--- config.mk ---
export PLATFORM = sky130hd
export DESIGN_NAME = pfc_mode_seq
export DESIGN_NICKNAME = d
export VERILOG_FILES = /design/src/rtl/pfc_seq_pkg.sv /design/src/rtl/pfc_seq_next.sv /design/src/rtl/pfc_seq_out.sv /design/src/rtl/pfc_mode_seq.sv
export SDC_FILE = /design/constraint.sdc
export NUM_CORES = 1
export LEC_CHECK = 0
export ABC_AREA = 1
export BUFFER_PORTS_ARGS = -buffer_cell sky130_fd_sc_hd__buf_2
export CORE_AREA = 4 4 41 43
export CTS_BUF_LIST = sky130_fd_sc_hd__clkbuf_4 sky130_fd_sc_hd__clkbuf_8
export DETAILED_ROUTE_END_ITERATION = 8
export DIE_AREA = 0 0 45 47
export PLACE_DENSITY = 0.72
export SYNTH_ARGS = -nofsm -noshare
export SYNTH_HDL_FRONTEND = slang
export SYNTH_SLANG_ARGS = --single-unit
--- constraint.sdc ---
create_clock -name clk_i -period 3.5 [get_ports clk_i]
set_clock_uncertainty 0.1 [all_clocks]
set_input_delay 0.175 -clock clk_i [delete_from_list [all_inputs] [get_ports clk_i]]
set_output_delay 0.175 -clock clk_i [all_outputs]
set_load 0.05 [all_outputs]
--- src/rtl/pfc_seq_pkg.sv ---
package pfc_seq_pkg;

   localparam int MODE_W = 3;

   typedef enum logic [MODE_W-1:0] {
      M_SLEEP = 3'd0,
      M_STBY  = 3'd1,
      M_SOFT  = 3'd2,
      M_NORM  = 3'd3,
      M_OVP   = 3'd4,
      M_IPK   = 3'd5
   } pfc_mode_e;

   typedef struct packed {
      logic vcc_on;
      logic vcc_low;
      logic en_sleep;
      logic fb_open;
      logic line_ok;
      logic line_low;
      logic ovp_trip;
      logic ovp_clear;
      logic isns_pk;
      logic comp_low;
      logic ss_done;
   } pfc_flags_t;

   function automatic logic is_running(pfc_mode_e m);
      return (m == M_SOFT) || (m == M_NORM) || (m == M_OVP) || (m == M_IPK);
   endfunction

   function automatic logic is_switching(pfc_mode_e m);
      return (m == M_SOFT) || (m == M_NORM);
   endfunction

endpackage

--- src/rtl/pfc_seq_next.sv ---
module pfc_seq_next
   import pfc_seq_pkg::*;
#(
   parameter int RESUME_TO_ORIGIN       = 1,
   parameter int DISCHARGE_BEFORE_SLEEP = 1
) (
   input  pfc_mode_e  cur_i,
   input  pfc_mode_e  res_i,
   input  logic       dis_i,
   input  pfc_flags_t fl_i,
   output pfc_mode_e  nxt_o,
   output pfc_mode_e  res_o,
   output logic       dis_o
);

   if (RESUME_TO_ORIGIN < 0 || RESUME_TO_ORIGIN > 1) begin : g_bad_resume
      $error("RESUME_TO_ORIGIN must be 0 or 1");
   end
   if (DISCHARGE_BEFORE_SLEEP < 0 || DISCHARGE_BEFORE_SLEEP > 1) begin : g_bad_dis
      $error("DISCHARGE_BEFORE_SLEEP must be 0 or 1");
   end

   logic      sleep_req;
   logic      stby_req;
   logic      start_ok;
   logic      wake_ok;
   pfc_mode_e back_mode;
   pfc_mode_e sleep_dst;

   assign sleep_req = fl_i.vcc_low | fl_i.en_sleep;
   assign stby_req  = fl_i.fb_open | fl_i.line_low;
   assign start_ok  = ~fl_i.fb_open & ~fl_i.line_low & fl_i.line_ok & fl_i.comp_low;
   assign wake_ok   = fl_i.vcc_on & ~fl_i.en_sleep;

   // Where a cleared fault returns to
   if (RESUME_TO_ORIGIN == 1) begin : g_back_origin
      assign back_mode = res_i;
   end else begin : g_back_norm
      assign back_mode = M_NORM;
   end

   // Where a sleep request goes first
   if (DISCHARGE_BEFORE_SLEEP == 1) begin : g_sleep_wait
      assign sleep_dst = fl_i.comp_low ? M_SLEEP : M_STBY;
   end else begin : g_sleep_direct
      assign sleep_dst = M_SLEEP;
   end

   always_comb begin
      nxt_o = cur_i;
      case (cur_i)
         M_SLEEP: begin
            if (wake_ok) nxt_o = M_STBY;
         end
         M_STBY: begin
            if (sleep_req)     nxt_o = sleep_dst;
            else if (start_ok) nxt_o = M_SOFT;
         end
         M_OVP: begin
            if (sleep_req)           nxt_o = sleep_dst;
            else if (stby_req)       nxt_o = M_STBY;
            else if (fl_i.ovp_clear) nxt_o = back_mode;
         end
         M_IPK: begin
            if (sleep_req)          nxt_o = sleep_dst;
            else if (stby_req)      nxt_o = M_STBY;
            else if (fl_i.ovp_trip) nxt_o = M_OVP;
            else if (!fl_i.isns_pk) nxt_o = back_mode;
         end
         M_SOFT, M_NORM: begin
            if (sleep_req)          nxt_o = sleep_dst;
            else if (stby_req)      nxt_o = M_STBY;
            else if (fl_i.ovp_trip) nxt_o = M_OVP;
            else if (fl_i.isns_pk)  nxt_o = M_IPK;
            else if (cur_i == M_SOFT && fl_i.ss_done) nxt_o = M_NORM;
         end
         default: nxt_o = M_SLEEP;
      endcase
   end

   assign res_o = is_switching(cur_i) ? cur_i : res_i;
   assign dis_o = (nxt_o == M_STBY) & ~fl_i.comp_low & (is_running(cur_i) | dis_i);

endmodule

--- src/rtl/pfc_seq_out.sv ---
module pfc_seq_out
   import pfc_seq_pkg::*;
(
   input  logic      clk_i,
   input  logic      rst_ni,
   input  pfc_mode_e mode_i,
   output logic      gate_en_o,
   output logic      osc_en_o,
   output logic      bias_en_o
);

   always_comb begin
      gate_en_o = 1'b0;
      osc_en_o  = 1'b0;
      bias_en_o = 1'b1;
      case (mode_i)
         M_SLEEP:        bias_en_o = 1'b0;
         M_SOFT, M_NORM: begin
            gate_en_o = 1'b1;
            osc_en_o  = 1'b1;
         end
         M_OVP, M_IPK:   osc_en_o = 1'b1;
         default:        ;
      endcase
   end

   // switching needs the oscillator, the oscillator needs bias
   a_r10_gate_needs_osc: assert property (@(posedge clk_i) disable iff (!rst_ni)
      gate_en_o |-> osc_en_o);
   a_r10_osc_needs_bias: assert property (@(posedge clk_i) disable iff (!rst_ni)
      osc_en_o |-> bias_en_o);

endmodule

--- src/rtl/pfc_mode_seq.sv ---
module pfc_mode_seq
   import pfc_seq_pkg::*;
#(
   parameter int RESUME_TO_ORIGIN       = 1,
   parameter int DISCHARGE_BEFORE_SLEEP = 1
) (
   input  logic              clk_i,
   input  logic              rst_ni,
   input  logic              vcc_on_i,
   input  logic              vcc_low_i,
   input  logic              en_sleep_i,
   input  logic              fb_open_i,
   input  logic              line_ok_i,
   input  logic              line_low_i,
   input  logic              ovp_trip_i,
   input  logic              ovp_clear_i,
   input  logic              isns_pk_i,
   input  logic              comp_low_i,
   input  logic              ss_done_i,
   output logic [MODE_W-1:0] mode_o,
   output logic              gate_en_o,
   output logic              osc_en_o,
   output logic              bias_en_o,
   output logic              comp_dis_o
);

   pfc_flags_t fl;
   pfc_mode_e  mode_q, mode_d;
   pfc_mode_e  res_q, res_d;
   logic       dis_q, dis_d;

   assign fl = '{vcc_on:    vcc_on_i,    vcc_low:  vcc_low_i,
                 en_sleep:  en_sleep_i,  fb_open:  fb_open_i,
                 line_ok:   line_ok_i,   line_low: line_low_i,
                 ovp_trip:  ovp_trip_i,  ovp_clear: ovp_clear_i,
                 isns_pk:   isns_pk_i,   comp_low: comp_low_i,
                 ss_done:   ss_done_i};

   pfc_seq_next #(
      .RESUME_TO_ORIGIN      (RESUME_TO_ORIGIN),
      .DISCHARGE_BEFORE_SLEEP(DISCHARGE_BEFORE_SLEEP)
   ) next_i (
      .cur_i (mode_q),
      .res_i (res_q),
      .dis_i (dis_q),
      .fl_i  (fl),
      .nxt_o (mode_d),
      .res_o (res_d),
      .dis_o (dis_d)
   );

   always_ff @(posedge clk_i) begin
      if (!rst_ni) begin
         mode_q <= M_SLEEP;
         res_q  <= M_SOFT;
         dis_q  <= 1'b0;
      end else begin
         mode_q <= mode_d;
         res_q  <= res_d;
         dis_q  <= dis_d;
      end
   end

   pfc_seq_out out_i (
      .clk_i     (clk_i),
      .rst_ni    (rst_ni),
      .mode_i    (mode_q),
      .gate_en_o (gate_en_o),
      .osc_en_o  (osc_en_o),
      .bias_en_o (bias_en_o)
   );

   assign mode_o     = mode_q;
   assign comp_dis_o = dis_q;

   a_r2_sleep_when_discharged: assert property (@(posedge clk_i) disable iff (!rst_ni)
      (mode_q != M_SLEEP && (vcc_low_i || en_sleep_i) && comp_low_i) |=> mode_q == M_SLEEP);

   a_r3_hold_sleep: assert property (@(posedge clk_i) disable iff (!rst_ni)
      (mode_q == M_SLEEP && !(vcc_on_i && !en_sleep_i)) |=> mode_q == M_SLEEP);

   a_r5_prebias_blocks: assert property (@(posedge clk_i) disable iff (!rst_ni)
      (mode_q == M_STBY && !comp_low_i) |=> mode_q != M_SOFT);

   a_r7_ovp_hold: assert property (@(posedge clk_i) disable iff (!rst_ni)
      (mode_q == M_OVP && !ovp_clear_i && !vcc_low_i && !en_sleep_i
       && !fb_open_i && !line_low_i) |=> mode_q == M_OVP);

   a_r11_dis_in_stby: assert property (@(posedge clk_i) disable iff (!rst_ni)
      comp_dis_o |-> mode_q == M_STBY);

   a_r11_no_dis_on_wake: assert property (@(posedge clk_i) disable iff (!rst_ni)
      (mode_q == M_SLEEP) |=> !comp_dis_o);

endmodule

==> flow_metrics.py <==
metrics = {
    "run_status": {
        "outcome": "completed",
    },
    "power_and_ir_drop": {
        "power_density_nw_per_um2": 307,
        "ir_drop_mv": 0.183,
        "leakage_nw": 0.348,
    },
    "clock_tree": {
        "path_clk_slew_ns": 0.05,
        "cts_resized": 0,
        "clk_latency_ns": 0.24,
        "cts.htree.levels": 1,
        "clock_path_buffers": 2,
        "clockRootBuffer": "clkbuf_4",
        "postCtsSetupBuffers": 0,
        "cts_sinks": 7,
        "cts_buffers": 3,
        "postCtsHoldBufs": 0,
        "cts_tree": "yes",
    },
    "setup_path": {
        "critPathMaxFanout": 7,
        "path_buf_inv": 2,
        "regToRegSetupSlack_ns": 2.12,
        "path_cells": "inv_2, nand2_2, nand2_2, buf_2",
        "cpPeakStageDelay_ns": 0.46,
        "arrival_ns": 1.24,
        "crit_path_end_kind": "output pin",
        "worst_path_max_delay_cell": "dfxtp_1",
        "crit_path_start_kind": "flop",
        "path_common_cell": "nand2_2",
        "worst-r2r-cell-count": 8,
        "cp_top_family": "flip-flops",
        "crit_required_ns": 3.22,
        "r2r-start": "mode_o[2]$_SDFF_PN0_",
        "reg2reg_to": "comp_dis_o$_SDFF_PN0_",
        "critical_path_class": "reg -> out",
    },
    "logic_synthesis": {
        "yosysUniqueCellTypes": 16,
        "synth.largest_area_cell": "dfxtp_1",
        "syn-num-nets": 93,
        "netlist_instances": 80,
        "synth_top_area_share_pct": 29.5,
        "ys_ff_latch": 7,
        "async_flop_share_pct": 0,
        "yosys-top-cells-area": "dfxtp_1 29%, nand2_1 21%, nor2_1 8.7%, inv_1 7.1%, nand3_1 6.3%",
        "yosys_warnings": 0,
        "synthFlopType": "dfxtp_1",
        "synthTopCellsByCount": "26 x nand2_1, 11 x nor2_1, 9 x inv_1",
        "syn_avg_cell_area_um2": 5.94,
        "synth_area_um2": 475,
        "synth_seq_area_share_pct": 29.5,
        "synth_edf_count": 0,
        "synth_most_common_cell": "nand2_1",
    },
    "routing": {
        "drtIter0Drc": 10,
        "via_per_inst": 4.67,
        "vias": 546,
        "dr.pass1.iters": 4,
        "route.detailed.drc": 0,
        "drt.antenna.violating_nets": 0,
        "routed_wl_um": 1150,
        "wl_per_cell_um": 9.84,
    },
    "flow_run": {
        "max_cap_viol_count": 0,
    },
    "floorplan": {
        "start_util_pct": 36.5,
        "io_pins": 20,
        "die_h_um": 47,
        "std_cell_rows": 13,
        "die_x_um": 45,
        "coreArea_um2": 1300,
        "die-area_um2": 2120,
    },
    "timing": {
        "report.final.slew_viol_count": 0,
        "fin_hold_ws_ns": 0.0483,
        "hold_viol": 0,
        "layout_setup_ws_ns": 1.99,
        "rsz0062_at_grt": "no",
        "relSlewSlack_pct": 80.8,
        "setup-tns-final_ns": 0,
        "setup_viol": 0,
        "fin_crit_ns": 1.51,
        "tightest_slew_ns": 0.288,
        "fin_crit_sh_pct": 43.2,
        "fmax_ghz": 0.661,
    },
    "grt": {
        "track_usage_pct": 13.1,
        "grt_start_max_net_pins": 10,
        "grt-ovfl-total": 0,
        "antenna_found_initial": 0,
        "grt_pass1_wl_um": 2040,
        "grt_pass1_vias": 522,
    },
    "hold_path": {
        "hold_depth": 2,
        "hold-path-endpoint": "res_q[1]$_SDFFE_PN1P_",
        "hp-start": "rst_ni",
        "hp-class": "in -> reg",
    },
    "place": {
        "portBuffers": 19,
        "gp_congestion": 0.886,
        "hpwl_um": 1010,
        "pre_cts_ws_ns": 2.15,
    },
    "layout": {
        "syn_to_final_growth_pct": 27.9,
        "n_antenna_cell": 0,
        "nets": 116,
        "drive_above_1_share_pct": 33.3,
    },
}
[placed cells by master, fill, tap and decap left out]
cell type,synthesis,routed
a211oi_1,1,1
a21oi_1,1,1
a21oi_2,3,3
and2_1,1,1
buf_2,0,19
clkbuf_4,0,4
dfxtp_1,7,7
inv_1,9,9
inv_2,3,3
nand2_1,26,26
nand2_2,4,4
nand3_1,6,6
nand3_2,1,1
nor2_1,11,11
nor3_1,2,2
o21ai_0,2,2
o21ai_1,2,2
[worst max path at each step]
stage	to	cells past startpoint	slack, ns	from
after floorplan	mode_o[0]$_SDFF_PN0_	6	1.78	mode_o[0]$_SDFF_PN0_
after global routing	osc_en_o	4	1.90	mode_o[2]$_SDFF_PN0_
after global placement	mode_o[0]$_SDFF_PN0_	8	2.13	mode_o[2]$_SDFF_PN0_
after CTS	osc_en_o	4	1.99	mode_o[2]$_SDFF_PN0_
after detailed placement	comp_dis_o$_SDFF_PN0_	8	2.15	mode_o[2]$_SDFF_PN0_
final	osc_en_o	4	1.99	mode_o[2]$_SDFF_PN0_
[layer usage]
layer | vias to the layer above | track usage [%] | share of wire (%)
met1 | 233 | 16.9 | 44
met5 | - | 0 | 0
met4 | 0 | 7.02 | 0.70
met3 | 2 | 1.53 | 4.8
met2 | 19 | 21.5 | 50
li1 | 292 | - | -
[registers in the layout (all words and copies together) (netlist names)]
name and cells:
comp_dis_o 1, mode_o 3, res_q 3
[cells by family after synthesis]
logic type,Yosys count,share of synthesized area [%]
buf+inv,13,11.8
compound gates,9,12.4
flops,7,29.5
simple gates,51,46.3
[where the power goes]
group          switching (mW)  internal, mW  total [mW]
clock                  0.0259        0.0510      0.0769
combinational          0.0174        0.0104      0.0278
sequential            0.00159        0.0806      0.0822
total                  0.0449         0.142       0.187
[worst register-to-register path, delay by kind of cell (launching register included)]
family,cells,cell delay (ns)
AO/OA/AOI/OAI,1,0.12
buffers and inverters,1,0.08
flip-flops,1,0.46
AND/OR/NAND/NOR,6,0.55
[area by class of cell]
cell class	count	area [µm²]
Fill cell	149	693
Inverter	12	45.0
Multi-Input combinational cell	60	279
Timing Repair Buffer	19	95.1
Sequential cell	7	140
Tap cell	15	18.8
Clock buffer	4	30.0
[stage by stage]
stage                     cells  power, mW  util, %  instance area (µm²)
after floorplan              80      0.102        -                  475
after global placement      113      0.111     44.4                  578
after detailed placement    113      0.112     44.4                  578
after CTS                   117      0.192     46.7                  608
after global routing        117      0.199     46.7                  608
final                       117      0.187     46.7                  608
Power figures use the tool's default switching activity.
